==> src/rtl/fsr_pkg.sv <==
package fsr_pkg;
  localparam logic [7:0] OP_RDSR = 8'h05;
  localparam logic [7:0] OP_WRR  = 8'h01;
  localparam logic [7:0] OP_WREN = 8'h06;
  localparam logic [7:0] OP_WRDI = 8'h04;
  localparam logic [7:0] OP_CLSR = 8'h30;

  localparam int B_LOCK = 7;
  localparam int B_PERR = 6;
  localparam int B_EERR = 5;
  localparam int B_WEL  = 1;
  localparam int B_WIP  = 0;

  // bits that the write-registers data may reach
  localparam logic [7:0] NV_MASK = 8'b1001_1100;

  typedef enum logic [1:0] {
    BUSY_NONE,
    BUSY_WRR,
    BUSY_PGM,
    BUSY_ERS
  } busy_e;

  typedef enum logic [3:0] {
    ACT_NONE,
    ACT_WREN,
    ACT_WRDI,
    ACT_CLSR,
    ACT_WRR_GO,
    ACT_WRR_REJ,
    ACT_PGM_GO,
    ACT_PGM_REJ,
    ACT_PGM_PROT,
    ACT_ERS_GO,
    ACT_ERS_REJ,
    ACT_ERS_PROT
  } act_e;
endpackage

==> src/rtl/fsr_cmd_decode.sv <==
module fsr_cmd_decode
  import fsr_pkg::*;
(
  input  logic       cmd_valid,
  input  logic [7:0] cmd_op,
  input  logic       pgm_req,
  input  logic       ers_req,
  input  logic       ers_bulk,
  input  logic       sect_prot,
  input  logic       wip,
  input  logic       wel,
  input  logic       lock,
  input  logic       wp_n,
  output act_e       act
);
  logic hw_locked;
  assign hw_locked = lock && !wp_n;

  always_comb begin
    act = ACT_NONE;
    if (!wip) begin
      if (cmd_valid) begin
        case (cmd_op)
          OP_WREN: act = ACT_WREN;
          OP_WRDI: act = ACT_WRDI;
          OP_CLSR: act = ACT_CLSR;
          OP_WRR: begin
            if (!wel || hw_locked) act = ACT_WRR_REJ;
            else                   act = ACT_WRR_GO;
          end
          default: act = ACT_NONE;
        endcase
      end else if (pgm_req) begin
        if (!wel)           act = ACT_PGM_REJ;
        else if (sect_prot) act = ACT_PGM_PROT;
        else                act = ACT_PGM_GO;
      end else if (ers_req) begin
        if (!wel)                       act = ACT_ERS_REJ;
        else if (sect_prot && !ers_bulk) act = ACT_ERS_PROT;
        else                            act = ACT_ERS_GO;
      end
    end
  end
endmodule

==> src/rtl/fsr_busy_ctrl.sv <==
module fsr_busy_ctrl
  import fsr_pkg::*;
#(
  parameter int WRR_CYCLES = 4,
  localparam int CNT_W = (WRR_CYCLES > 1) ? $clog2(WRR_CYCLES) : 1
) (
  input  logic clk,
  input  logic rst_n,
  input  act_e act,
  input  logic pgm_done,
  input  logic ers_done,
  output logic wip,
  output logic wrr_commit,
  output logic op_end,
  output logic pgm_end,
  output logic ers_end
);
  localparam logic [CNT_W-1:0] CNT_LOAD = CNT_W'(WRR_CYCLES - 1);

  busy_e           state;
  logic [CNT_W-1:0] cnt;

  assign wip        = (state != BUSY_NONE);
  assign wrr_commit = (state == BUSY_WRR) && (cnt == '0);
  assign pgm_end    = (state == BUSY_PGM) && pgm_done;
  assign ers_end    = (state == BUSY_ERS) && ers_done;
  assign op_end     = wrr_commit || pgm_end || ers_end;

  always_ff @(posedge clk or negedge rst_n) begin
    if (!rst_n) begin
      state <= BUSY_NONE;
      cnt   <= '0;
    end else begin
      case (state)
        BUSY_NONE: begin
          if (act == ACT_WRR_GO) begin
            state <= BUSY_WRR;
            cnt   <= CNT_LOAD;
          end else if (act == ACT_PGM_GO) begin
            state <= BUSY_PGM;
          end else if (act == ACT_ERS_GO) begin
            state <= BUSY_ERS;
          end
        end
        BUSY_WRR: begin
          if (cnt == '0) state <= BUSY_NONE;
          else           cnt   <= cnt - 1'b1;
        end
        BUSY_PGM: if (pgm_done) state <= BUSY_NONE;
        BUSY_ERS: if (ers_done) state <= BUSY_NONE;
        default:  state <= BUSY_NONE;
      endcase
    end
  end
endmodule

==> src/rtl/fsr_nv_reg.sv <==
module fsr_nv_reg #(
  parameter logic [7:0] INIT = 8'h00,
  parameter logic [7:0] MASK = 8'h9C
) (
  input  logic       clk,
  input  logic       por_n,
  input  logic       load,
  input  logic [7:0] d,
  output logic [7:0] q
);
  // bits outside MASK stay at zero for ever
  always_ff @(posedge clk or negedge por_n) begin
    if (!por_n)    q <= INIT & MASK;
    else if (load) q <= d & MASK;
  end
endmodule

==> src/rtl/flash_status_ctrl.sv <==
module flash_status_ctrl
  import fsr_pkg::*;
#(
  parameter int         WRR_CYCLES = 4,
  parameter logic [7:0] NV_DEFAULT = 8'h00
) (
  input  logic       clk,
  input  logic       por_n,
  input  logic       rst_n,
  input  logic       cmd_valid,
  input  logic [7:0] cmd_op,
  input  logic [7:0] cmd_wdata,
  input  logic       wp_n,
  input  logic       pgm_req,
  input  logic       ers_req,
  input  logic       ers_bulk,
  input  logic       sect_prot,
  input  logic       pgm_done,
  input  logic       ers_done,
  input  logic       op_fail,
  output logic [7:0] status,
  output logic       wr_enabled,
  output logic       wrr_accept,
  output logic       wrr_reject,
  output logic       pgm_accept,
  output logic       pgm_reject,
  output logic       ers_accept,
  output logic       ers_reject
);
  logic       vrst_n;
  logic       wip, wrr_commit, op_end, pgm_end, ers_end;
  logic       wel, perr, eerr;
  logic [7:0] nv_q, pend;
  act_e       act;

  assign vrst_n = rst_n && por_n;

  fsr_cmd_decode u_dec (
    .cmd_valid (cmd_valid),
    .cmd_op    (cmd_op),
    .pgm_req   (pgm_req),
    .ers_req   (ers_req),
    .ers_bulk  (ers_bulk),
    .sect_prot (sect_prot),
    .wip       (wip),
    .wel       (wel),
    .lock      (nv_q[B_LOCK]),
    .wp_n      (wp_n),
    .act       (act)
  );

  fsr_busy_ctrl #(.WRR_CYCLES(WRR_CYCLES)) u_busy (
    .clk        (clk),
    .rst_n      (vrst_n),
    .act        (act),
    .pgm_done   (pgm_done),
    .ers_done   (ers_done),
    .wip        (wip),
    .wrr_commit (wrr_commit),
    .op_end     (op_end),
    .pgm_end    (pgm_end),
    .ers_end    (ers_end)
  );

  fsr_nv_reg #(.INIT(NV_DEFAULT), .MASK(NV_MASK)) u_nv (
    .clk   (clk),
    .por_n (por_n),
    .load  (wrr_commit),
    .d     (pend),
    .q     (nv_q)
  );

  // pending write-registers data, held while busy
  always_ff @(posedge clk or negedge vrst_n) begin
    if (!vrst_n)                pend <= '0;
    else if (act == ACT_WRR_GO) pend <= cmd_wdata;
  end

  always_ff @(posedge clk or negedge vrst_n) begin
    if (!vrst_n) begin
      wel <= 1'b0;
    end else begin
      case (act)
        ACT_WREN:           wel <= 1'b1;
        ACT_WRDI, ACT_CLSR: wel <= 1'b0;
        default:            if (op_end) wel <= 1'b0;
      endcase
    end
  end

  always_ff @(posedge clk or negedge vrst_n) begin
    if (!vrst_n) begin
      perr <= 1'b0;
      eerr <= 1'b0;
    end else if (act == ACT_CLSR) begin
      perr <= 1'b0;
      eerr <= 1'b0;
    end else begin
      if (act == ACT_PGM_PROT || (pgm_end && op_fail)) perr <= 1'b1;
      if (act == ACT_ERS_PROT || (ers_end && op_fail)) eerr <= 1'b1;
    end
  end

  always_ff @(posedge clk or negedge vrst_n) begin
    if (!vrst_n) begin
      wrr_accept <= 1'b0;
      wrr_reject <= 1'b0;
      pgm_accept <= 1'b0;
      pgm_reject <= 1'b0;
      ers_accept <= 1'b0;
      ers_reject <= 1'b0;
    end else begin
      wrr_accept <= (act == ACT_WRR_GO);
      wrr_reject <= (act == ACT_WRR_REJ);
      pgm_accept <= (act == ACT_PGM_GO);
      pgm_reject <= (act == ACT_PGM_REJ) || (act == ACT_PGM_PROT);
      ers_accept <= (act == ACT_ERS_GO);
      ers_reject <= (act == ACT_ERS_REJ) || (act == ACT_ERS_PROT);
    end
  end

  always_comb begin
    status         = nv_q;
    status[B_PERR] = perr;
    status[B_EERR] = eerr;
    status[B_WEL]  = wel;
    status[B_WIP]  = wip;
  end

  assign wr_enabled = wel;
endmodule

==> config.mk <==
export PLATFORM = sky130hd
export DESIGN_NAME = flash_status_ctrl
export DESIGN_NICKNAME = d
export VERILOG_FILES = /design/src/rtl/fsr_pkg.sv /design/src/rtl/fsr_cmd_decode.sv /design/src/rtl/fsr_busy_ctrl.sv /design/src/rtl/fsr_nv_reg.sv /design/src/rtl/flash_status_ctrl.sv
export SDC_FILE = /design/constraint.sdc
export NUM_CORES = 1
export LEC_CHECK = 0
export BUFFER_PORTS_ARGS = -buffer_cell sky130_fd_sc_hd__buf_4
export CAP_MARGIN = 20
export CORE_MARGIN = 8
export CORE_UTILIZATION = 48
export DETAILED_ROUTE_END_ITERATION = 10
export PLACE_DENSITY = 0.87
export SLEW_MARGIN = 20
export SYNTH_ARGS = -nofsm -noshare
export SYNTH_HDL_FRONTEND = slang
export SYNTH_SLANG_ARGS = --single-unit
==> constraint.sdc <==
create_clock -name clk -period 2.2 [get_ports clk]
set_clock_uncertainty 0.05 [all_clocks]
set_input_delay 0.11 -clock clk [delete_from_list [all_inputs] [get_ports clk]]
set_output_delay 0.11 -clock clk [all_outputs]
set_load 0.005 [all_outputs]
==> metrics <==
outcome=complete, no violations; H-tree depth=1; via count=1018; Crit Path Category=reg -> reg; area of the multi-input gates=roughly 550 µm²; CORE AREA=between 0.002 and 0.0025 mm²; CTS Buffer Depth=2; synthesized net count=145; ant diodes=0; FILL cells=170; final slew viol count=0; row count=17; GRT Total Usage=0.147; worst endpoint required time=2.38 ns; area grow syn2layout=31.8%; CP Capture Type=flop; io pins=43; #FFs+latches synth=21; main area contributors after synthesis=dfrtp_1 46%, nand2_1 6.5%, mux2_2 3.9%, mux2i_1 3.5%, buf_4 3.3%; DRC violations left=0; PwrDens=991 mW/mm²; cts bufs inserted=3; Sequential Area=between 500 and 600 µm²; Syn Inst Count=around 120; GP Congestion=0.897; Skew-Pair Late Insertion Delay=0.30 ns; Post-DRT Antenna Nets=0; gr ovfl total=0; Tcrit/Tclk final=0.869; syn avg cell area=9.89 µm²; final setup vio count=0; number of gates resized after cts=0; setup TNS=0 ns; vias per inst=5.47; Slew @ Worst Pin=0.762 ns; DIE AREA=0.00421 mm²; PortBufs=38; synthesized area=0.00115 mm²; crit path launch type=flop; global-route wire length before repair=about 5000 µm; initial antenna violation count=0; drt first pass iters=4; number of global-route vias before repair=1115; layout cells sized above 1=0.361; Initial Utilization=0.514; Reg2Reg Setup Slack=between 0.2 and 0.3 ns; Worst Path Arrival=2.10 ns; register area share after synthesis=0.458; number of synthesized flops with an enable pin=0; cell accounting for the most synthesized area=dfrtp_1; die height=around 65 µm; FFs w/ async S/R, synth=1.00; Leak=0.746 nW; fin crit period=1.91 ns; Die X=between 60 and 70 µm; Max VDD drop=0.625 mV; Hold Path Class=in -> async; Util after Layout=0.677; Iteration-0 DRC Markers=45; clk slew on worst S/H paths=0.12 ns; Design Power=1.50 mW; Max-Cap Viols=0; HPWL Detailed=2240 µm; Avg WL per Cell=~16 µm; Total Wirelength=2920 µm; post-synth top area share=0.458; Max Clock Freq=0.523 GHz; Root Buffer=clkbuf_4; synth unique cells=41; Synth Flop Type=dfrtp_1; pin count of the biggest net entering global routing=18; post-layout net count=188; Sink Count=21; Fin. Hold Viols=0; RSZ-0062 raised after global routing=no; yosys warns=0; Max-slew headroom=0.492; worst-path fanout max=9; CTS tree=done
-- metal layers --
| layer | up-vias | GRT usage | part of all wire |
|---|---|---|---|
| li1 | 492 | - | - |
| met1 | 480 | 0.163 | 0.40 |
| met2 | 38 | 0.258 | 0.51 |
| met3 | 8 | 0.0361 | 0.058 |
| met4 | 0 | 0.0681 | 0.023 |
| met5 | - | 0 | 0 |
-- cells by family after synthesis --
| logic type | Yosys count | share of synthesized area |
|---|---|---|
| adder cells (fa/ha/maj) | 1 | 0.0109 |
| buffers and inverters | 13 | 0.0600 |
| AND/OR/NAND/NOR | 50 | 0.248 |
| flip-flops | 21 | 0.458 |
| AO/OA/AOI/OAI | 23 | 0.149 |
| multiplexers | 8 | 0.0742 |
-- critical path, stage by stage, from the launching register on --
cell     delay, ns
dfrtp_1       0.50
nor2_2        0.24
o21ai_0       0.15
a21o_2        0.27
nor3_2        0.41
nor3_1        0.10
a21oi_1       0.13
-- synthesized netlist by cell type, types with 3 or more instances --
| cell | number |
|---|---|
| a21oi_1 | 3 |
| buf_4 | 5 |
| dfrtp_1 | 21 |
| inv_1 | 7 |
| mux2_2 | 4 |
| mux2i_1 | 4 |
| nand2_1 | 20 |
| nand3_1 | 4 |
| nor2_1 | 5 |
| nor3_1 | 3 |
-- where the power goes --
group	total, mW	switching, mW	internal, mW	leakage, nW
logic	0.683	0.331	0.352	0.455
clock network	0.183	0.116	0.0678	0.0177
registers	0.633	0.107	0.527	0.273
-- worst paths after layout --
path / startpoint / end / cells past startpoint
max: u_busy.state[1]$_DFFE_PN0P_ / u_busy.cnt[0]$_DFFE_PN0P_ / 6
min: por_n / u_nv.q[7]$_DFFE_PN0P_ / 2
max reg2reg: u_busy.state[1]$_DFFE_PN0P_ / u_busy.cnt[0]$_DFFE_PN0P_ / 6
min reg2reg: pend[4]$_DFFE_PN0N_ / pend[4]$_DFFE_PN0N_ / 2
max in group asynchronous: por_n / perr$_DFFE_PN0P_ / 3
min in group clk: op_fail / eerr$_DFFE_PN0P_ / 3
-- registers in the layout, indices dropped and copies added (netlist names), 2 cells and up --
| name | flops |
|---|---|
| u_busy.state | 2 |
| u_busy.cnt | 2 |
| pend | 4 |
| u_nv.q | 4 |
-- area by class of cell --
cell class              instances  share of cell area
multi-input cells              82               0.366
flip-flops and latches         21               0.347
repair buffers                 44               0.228
well taps                      28              0.0232
inverters                       7              0.0174
clock buffers                   3              0.0149
clock inverters                 1             0.00331
-- placed cells by master, fill, tap and decap left out, types with 2 or more instances in the layout --
master,count
dfrtp_1,21
dlygate4sd3_1,6
nand3_1,4
a31oi_1,2
nor2_1,5
o21ai_1,2
nor3_1,3
mux2_2,4
a22oi_1,2
nor3b_1,2
and3b_1,2
buf_4,38
a41oi_1,2
nand2_1,20
a211oi_2,2
a21oi_1,3
clkbuf_4,3
mux2i_1,4
inv_1,7
nand2b_1,2
nor2_2,2
-- through the flow --
stage                     setup slack [ns]  area [µm²]  hold WS [ns]  cells
after floorplan                      0.462        1150        -0.236    116
after global placement               0.350        1430        -0.140    176
after detailed placement             0.329        1430        -0.136    176
after CTS                            0.292        1510        0.0670    186
after global routing                 0.157        1510        0.0985    186
final                                0.288        1510        0.0945    186
-- timing repair --
action,in CTS,in global routing
hold endpoints to repair,25,0
setup buffers,0,0
hold buffers,6,0
Note: power is estimated with default switching activity, not from simulation.
